File: config.mk
export PLATFORM = sky130hd
export DESIGN_NAME = slice_alu
export DESIGN_NICKNAME = d
export VERILOG_FILES = /design/src/rtl/slice_alu_pkg.sv /design/src/rtl/alu_op_decode.sv /design/src/rtl/alu_bit_slice.sv /design/src/rtl/alu_set_unit.sv /design/src/rtl/alu_flags.sv /design/src/rtl/slice_alu.sv
export SDC_FILE = /design/constraint.sdc
export NUM_CORES = 1
export LEC_CHECK = 0
export CAP_MARGIN = 20
export CORE_MARGIN = 10
export CORE_UTILIZATION = 40
export DETAILED_ROUTE_END_ITERATION = 10
export PLACE_DENSITY = 0.81
export REMOVE_ABC_BUFFERS = 1
export SETUP_SLACK_MARGIN = 0.3
export SYNTH_ARGS = -nofsm -noshare
export SYNTH_HDL_FRONTEND = slang
export SYNTH_HIERARCHICAL = 1
export SYNTH_SLANG_ARGS = --single-unit
File: constraint.sdc
create_clock -name vclk -period 21.1
set_clock_uncertainty 0.2 [all_clocks]
set_input_delay 3.165 -clock vclk [all_inputs]
set_output_delay 3.165 -clock vclk [all_outputs]
set_load 0.02 [all_outputs]
File: src/rtl/slice_alu_pkg.sv
package slice_alu_pkg;

  typedef enum logic [2:0] {
    OP_AND = 3'b000,
    OP_OR  = 3'b001,
    OP_ADD = 3'b010,
    OP_SUB = 3'b110,
    OP_SLT = 3'b111
  } alu_op_e;

  typedef enum logic [2:0] {
    SEL_AND  = 3'd0,
    SEL_OR   = 3'd1,
    SEL_SUM  = 3'd2,
    SEL_LESS = 3'd3,
    SEL_NONE = 3'd4
  } res_sel_e;

  typedef struct packed {
    logic     invert_b;
    logic     carry_in;
    res_sel_e sel;
    logic     arith;
    logic     legal;
  } alu_ctrl_t;

endpackage

File: src/rtl/alu_op_decode.sv
module alu_op_decode
  import slice_alu_pkg::*;
(
  input  logic [2:0] op_i,
  output alu_ctrl_t  ctrl_o
);
  always_comb begin
    ctrl_o          = '0;
    ctrl_o.sel      = SEL_NONE;
    // the upper select bit both inverts B and injects the carry into cell 0
    ctrl_o.invert_b = op_i[2];
    ctrl_o.carry_in = op_i[2];
    case (op_i)
      OP_AND: begin ctrl_o.sel = SEL_AND;  ctrl_o.legal = 1'b1; end
      OP_OR:  begin ctrl_o.sel = SEL_OR;   ctrl_o.legal = 1'b1; end
      OP_ADD: begin ctrl_o.sel = SEL_SUM;  ctrl_o.legal = 1'b1; ctrl_o.arith = 1'b1; end
      OP_SUB: begin ctrl_o.sel = SEL_SUM;  ctrl_o.legal = 1'b1; ctrl_o.arith = 1'b1; end
      OP_SLT: begin ctrl_o.sel = SEL_LESS; ctrl_o.legal = 1'b1; end
      default: begin
        ctrl_o.invert_b = 1'b0;
        ctrl_o.carry_in = 1'b0;
      end
    endcase
  end
endmodule

File: src/rtl/alu_bit_slice.sv
module alu_bit_slice
  import slice_alu_pkg::*;
(
  input  logic     a_i,
  input  logic     b_i,
  input  logic     invert_b_i,
  input  logic     carry_i,
  input  logic     less_i,
  input  res_sel_e sel_i,
  output logic     res_o,
  output logic     carry_o
);
  logic b_eff;
  logic sum;

  assign b_eff   = b_i ^ invert_b_i;
  assign sum     = a_i ^ b_eff ^ carry_i;
  assign carry_o = (a_i & b_eff) | (a_i & carry_i) | (b_eff & carry_i);

  always_comb begin
    case (sel_i)
      SEL_AND:  res_o = a_i & b_i;
      SEL_OR:   res_o = a_i | b_i;
      SEL_SUM:  res_o = sum;
      SEL_LESS: res_o = less_i;
      default:  res_o = 1'b0;
    endcase
  end
endmodule

File: src/rtl/alu_set_unit.sv
module alu_set_unit (
  input  logic a_msb_i,
  input  logic b_msb_i,
  input  logic invert_b_i,
  input  logic carry_into_msb_i,
  input  logic carry_out_msb_i,
  output logic set_o,
  output logic ovf_o
);
  logic diff_sign;

  assign diff_sign = a_msb_i ^ b_msb_i ^ invert_b_i ^ carry_into_msb_i;
  assign ovf_o     = carry_into_msb_i ^ carry_out_msb_i;
  // overflow flips the apparent sign of the difference
  assign set_o     = diff_sign ^ ovf_o;
endmodule

File: src/rtl/alu_flags.sv
module alu_flags #(
  parameter int W = 32
) (
  input  logic [W-1:0] result_i,
  input  logic         carry_top_i,
  input  logic         ovf_raw_i,
  input  logic         arith_i,
  input  logic         legal_i,
  output logic         zero_o,
  output logic         overflow_o,
  output logic         carry_o
);
  assign zero_o     = legal_i & ~(|result_i);
  assign overflow_o = arith_i & ovf_raw_i;
  assign carry_o    = arith_i & carry_top_i;
endmodule

File: src/rtl/slice_alu.sv
module slice_alu
  import slice_alu_pkg::*;
#(
  parameter int W = 32
) (
  input  logic [W-1:0] a_i,
  input  logic [W-1:0] b_i,
  input  logic [2:0]   op_i,
  output logic [W-1:0] result_o,
  output logic         zero_o,
  output logic         overflow_o,
  output logic         carry_o
);
  localparam int MSB = W - 1;

  alu_ctrl_t    ctrl;
  logic [W:0]   chain;
  logic [W-1:0] less_v;
  logic         set_bit;
  logic         ovf_raw;

  alu_op_decode u_dec (.op_i(op_i), .ctrl_o(ctrl));

  assign chain[0] = ctrl.carry_in;

  for (genvar i = 0; i < W; i++) begin : g_cell
    if (i == 0) begin : g_lsb
      assign less_v[i] = set_bit;
    end else begin : g_upper
      assign less_v[i] = 1'b0;
    end
    alu_bit_slice u_slice (
      .a_i       (a_i[i]),
      .b_i       (b_i[i]),
      .invert_b_i(ctrl.invert_b),
      .carry_i   (chain[i]),
      .less_i    (less_v[i]),
      .sel_i     (ctrl.sel),
      .res_o     (result_o[i]),
      .carry_o   (chain[i+1])
    );
  end

  alu_set_unit u_set (
    .a_msb_i         (a_i[MSB]),
    .b_msb_i         (b_i[MSB]),
    .invert_b_i      (ctrl.invert_b),
    .carry_into_msb_i(chain[MSB]),
    .carry_out_msb_i (chain[W]),
    .set_o           (set_bit),
    .ovf_o           (ovf_raw)
  );

  alu_flags #(.W(W)) u_flags (
    .result_i   (result_o),
    .carry_top_i(chain[W]),
    .ovf_raw_i  (ovf_raw),
    .arith_i    (ctrl.arith),
    .legal_i    (ctrl.legal),
    .zero_o     (zero_o),
    .overflow_o (overflow_o),
    .carry_o    (carry_o)
  );
endmodule

==> load_flow_metrics.sql <==
INSERT INTO impl_metrics (metric_group, metric, value, unit) VALUES
('outcome', 'outcome', 'complete, no violations', ''),
('pwr', 'combPwrFrac', '100.0', '%'),
('yosys', 'yosysWarningCount', '6', ''),
('placed_design', 'preCtsSetupSlack', '-2.02', 'ns'),
('global_route', 'antenna_violations_before_repair', '0', ''),
('final_layout', 'postLayoutCoreUtil', '66.7', '%'),
('placed_design', 'detailed_place_hpwl', '5950', 'um'),
('clock_tree', 'post-cts-setup-buffer-count', '0', ''),
('global_route', 'grt_use_total', '16.1', '%'),
('final_layout', 'seq_cell_count', '0', ''),
('die', 'rows', '27', ''),
('setup_path', 'cp_data_required_time', '17.74', 'ns'),
('sta', 'finalHoldViolCount', '0', ''),
('final_layout', 'layout-drive-gt1-share', '23.5', '%'),
('yosys', 'synth_area_leader_cell', 'sky130_fd_sc_hd__fa_1', ''),
('detailed_routing', 'dr_total_vias', '2353', ''),
('setup_path', 'timing.critical_path.slowest_cell_delay', '0.42', 'ns'),
('sta', 'max_freq', '48.4', 'MHz'),
('detailed_routing', 'routed_wirelength', '7780', 'um'),
('sta', 'setup-violations-final', '0', ''),
('setup_path', 'worstPathArrival', '17.30', 'ns'),
('die', 'design.die.area', '9060', 'um2'),
('flow_run', 'max_cap_violations', '0', ''),
('yosys', 'yosysSeqAreaShare', '0', '%'),
('yosys', 'synthCells', '221', ''),
('detailed_routing', 'ant_nets', '0', ''),
('setup_path', 'worst_setup_path_start_kind', 'input port', ''),
('setup_path', 'cp-end-kind', 'output pin', ''),
('yosys', 'synth_top_cells_by_area', 'sky130_fd_sc_hd__fa_1, sky130_fd_sc_hd__a221oi_2, sky130_fd_sc_hd__mux2i_1', ''),
('pwr', 'report.power.total', '135', 'uW'),
('pwr', 'peakVddDrop', '23.6', 'uV'),
('global_route', 'first_global_vias', '2558', ''),
('sta', 'min_clock_period_post_route', '20.66', 'ns'),
('pwr', 'seq_power_share', '0', '%'),
('sta', 'final.setup.tns', '0', 'ns'),
('final_layout', 'synthToLayoutAreaGrowth', '62.4', '%'),
('final_layout', 'antenna_cells', '0', ''),
('placed_design', 'gpl.final_weighted_congestion', '0.760', ''),
('pwr', 'power.share.clock', '0', '%'),
('sta', 'slew_viol_final', '0', ''),
('die', 'core_box_area', '5510', 'um2'),
('setup_path', 'crit_path_max_fanout', '4', ''),
('yosys', 'synth.avg_cell_area', '10.2', 'um2'),
('sta', 'transition_at_the_pin_with_the_smallest_max_transition_slack', '0.998', 'ns'),
('pwr', 'leakagePower', '1.31', 'nW'),
('clock_tree', 'cts_hold_repair.buffers', '0', ''),
('setup_path', 'cpMaxStageDelayCell', 'sky130_fd_sc_hd__clkdlybuf4s50_1', ''),
('die', 'chipHeight', '95.2', 'um'),
('placed_design', 'io_buffer_count', '102', ''),
('final_layout', 'layout.nets', '463', ''),
('global_route', 'grt_first_pass_wirelength', '12300', 'um'),
('yosys', 'syn-cell-area', '2260', 'um2'),
('final_layout', 'layout.clock_buffers', '0', ''),
('sta', 'final.period_utilization', '97.9', '%'),
('pwr', 'cellInternalPower', '65.5', 'uW'),
('detailed_routing', 'wl_per_cell', '17.9', 'um'),
('final_layout', 'num-fill-cells', '455', ''),
('sta', 'rsz0062_at_grt', 'true', ''),
('detailed_routing', 'dr.first_iter.drc_count', '90', ''),
('final_layout', 'leading_cell_type_in_the_layout_fill_and_taps_excluded', 'sky130_fd_sc_hd__clkdlybuf4s50_1', ''),
('setup_path', 'timing_worst_setup_path_type', 'input port to output pin', ''),
('detailed_routing', 'count_of_tritonroute_iterations_in_the_first_routing_pass', '5', ''),
('die', 'ios', '102', ''),
('pwr', 'p_switching', '69.9', 'uW'),
('final_layout', 'sequential_cell_area', '0', 'um2'),
('sta', 'setup_ws', '0.436', 'ns'),
('die', 'chipWidth', '95.2', 'um'),
('setup_path', 'critPathMostFrequentCell', 'sky130_fd_sc_hd__fa_2', ''),
('yosys', 'post_synth_num_cell_types', '21', ''),
('global_route', 'grt_max_degree', '97', ''),
('final_layout', 'layout.cells.most_common_list', 'sky130_fd_sc_hd__clkdlybuf4s50_1, sky130_fd_sc_hd__a21oi_1, sky130_fd_sc_hd__xor2_1', ''),
('detailed_routing', 'drc', '0', ''),
('sta', 'timing.slew.headroom', '33.5', '%'),
('yosys', 'post-synth-top-area-fraction', '28.3', '%'),
('pwr', 'power_density', '36.8', 'nW/um2'),
('hold_path', 'worstHoldPathType', 'input port to output pin', ''),
('die', 'start_util', '41.1', '%'),
('global_route', 'global_route.overflow_total', '0', ''),
('detailed_routing', 'routed_via_density', '5.42', ''),
('pwr', 'power.switching_fraction', '51.6', '%');
## path summary, 6_finish.rpt
kind / start / endpoint / slack (ns) / cells after the start
hold / removal: op_i[0] / overflow_o / 7.06 / 4
setup / recovery: op_i[1] / zero_o / 0.44 / 43
## synthesized netlist by cell type
master and number:
sky130_fd_sc_hd__a21oi_1 33, sky130_fd_sc_hd__nor4_2 3, sky130_fd_sc_hd__a21o_1 1, sky130_fd_sc_hd__mux2i_1 32, sky130_fd_sc_hd__or3_1 1, sky130_fd_sc_hd__nor2_1 2, sky130_fd_sc_hd__xor2_1 34, sky130_fd_sc_hd__nor4b_2 1
sky130_fd_sc_hd__a221oi_2 32, sky130_fd_sc_hd__o21a_1 1, sky130_fd_sc_hd__o21ai_0 32, sky130_fd_sc_hd__nor2b_1 4, sky130_fd_sc_hd__and2_4 1, sky130_fd_sc_hd__conb_1 1, sky130_fd_sc_hd__xnor2_1 2, sky130_fd_sc_hd__fa_1 32
sky130_fd_sc_hd__and2_1 2, sky130_fd_sc_hd__nand4_1 2, sky130_fd_sc_hd__buf_4 1, sky130_fd_sc_hd__nor4_1 3, sky130_fd_sc_hd__nor3_2 1
## metal layers
metal / global-route usage [%] / routed length [um] / share of wire, % / up-vias
li1: - / - / - / 1142
met1: 18.8 / 3170 / 41 / 1142
met2: 30.9 / 4050 / 52 / 67
met3: 3.46 / 535 / 6.9 / 2
met4: 0.249 / 27 / 0.35 / 0
met5: 0 / 0 / 0 / -
## stage by stage
step           cells  hold slack (ns)  instance area (um2)
2_1_floorplan    250             6.31                 2370
3_3_place_gp     433             7.29                 3560
3_5_place_dp     433             7.31                 3560
4_1_cts          433             7.13                 3640
5_1_grt          434             7.08                 3670
6_report         434             7.06                 3670
## cell families after synthesis
group,count (synthesis),synth area share (%)
buffers and inverters,1,0.332
adders and majority gates,32,28.3
xor gates and xnor gates,36,13.9
muxes,32,14.2
AOI/OAI and AO/OA,99,36.3
and+or+nand+nor,20,6.80
other,1,0.166
## layout make-up
class	count	area, um2	area share [%]
tap	72	90.1	2.45
multi-input combinational	250	2470	67.3
timing repair buffer	112	1110	30.3
## critical path: cells and delay by family
| kind | cells | cell delay, ns |
|---|---|---|
| muxes | 1 | 0.19 |
| adders and majority gates | 32 | 12.05 |
| AOI/OAI and AO/OA | 1 | 0.10 |
| and+or+nand+nor | 4 | 0.76 |
| xor gates and xnor gates | 3 | 0.45 |
| buffers and inverters | 2 | 0.58 |
## power groups by stage
stage               Clock [mW]  Combinational (mW)  Sequential, mW
global route                 0               0.149               0
detailed placement           0               0.131               0
CTS                          0               0.136               0
finish                       0               0.135               0
global placement             0               0.127               0
floorplan                    0              0.0801               0
## repair_timing
item | 4_1_cts | 5_1_grt
pin swaps | 2 | 2
resized for setup | 37 | 5
endpoints found under the setup margin | 8 | 4
Power figures use the tool's default switching activity.
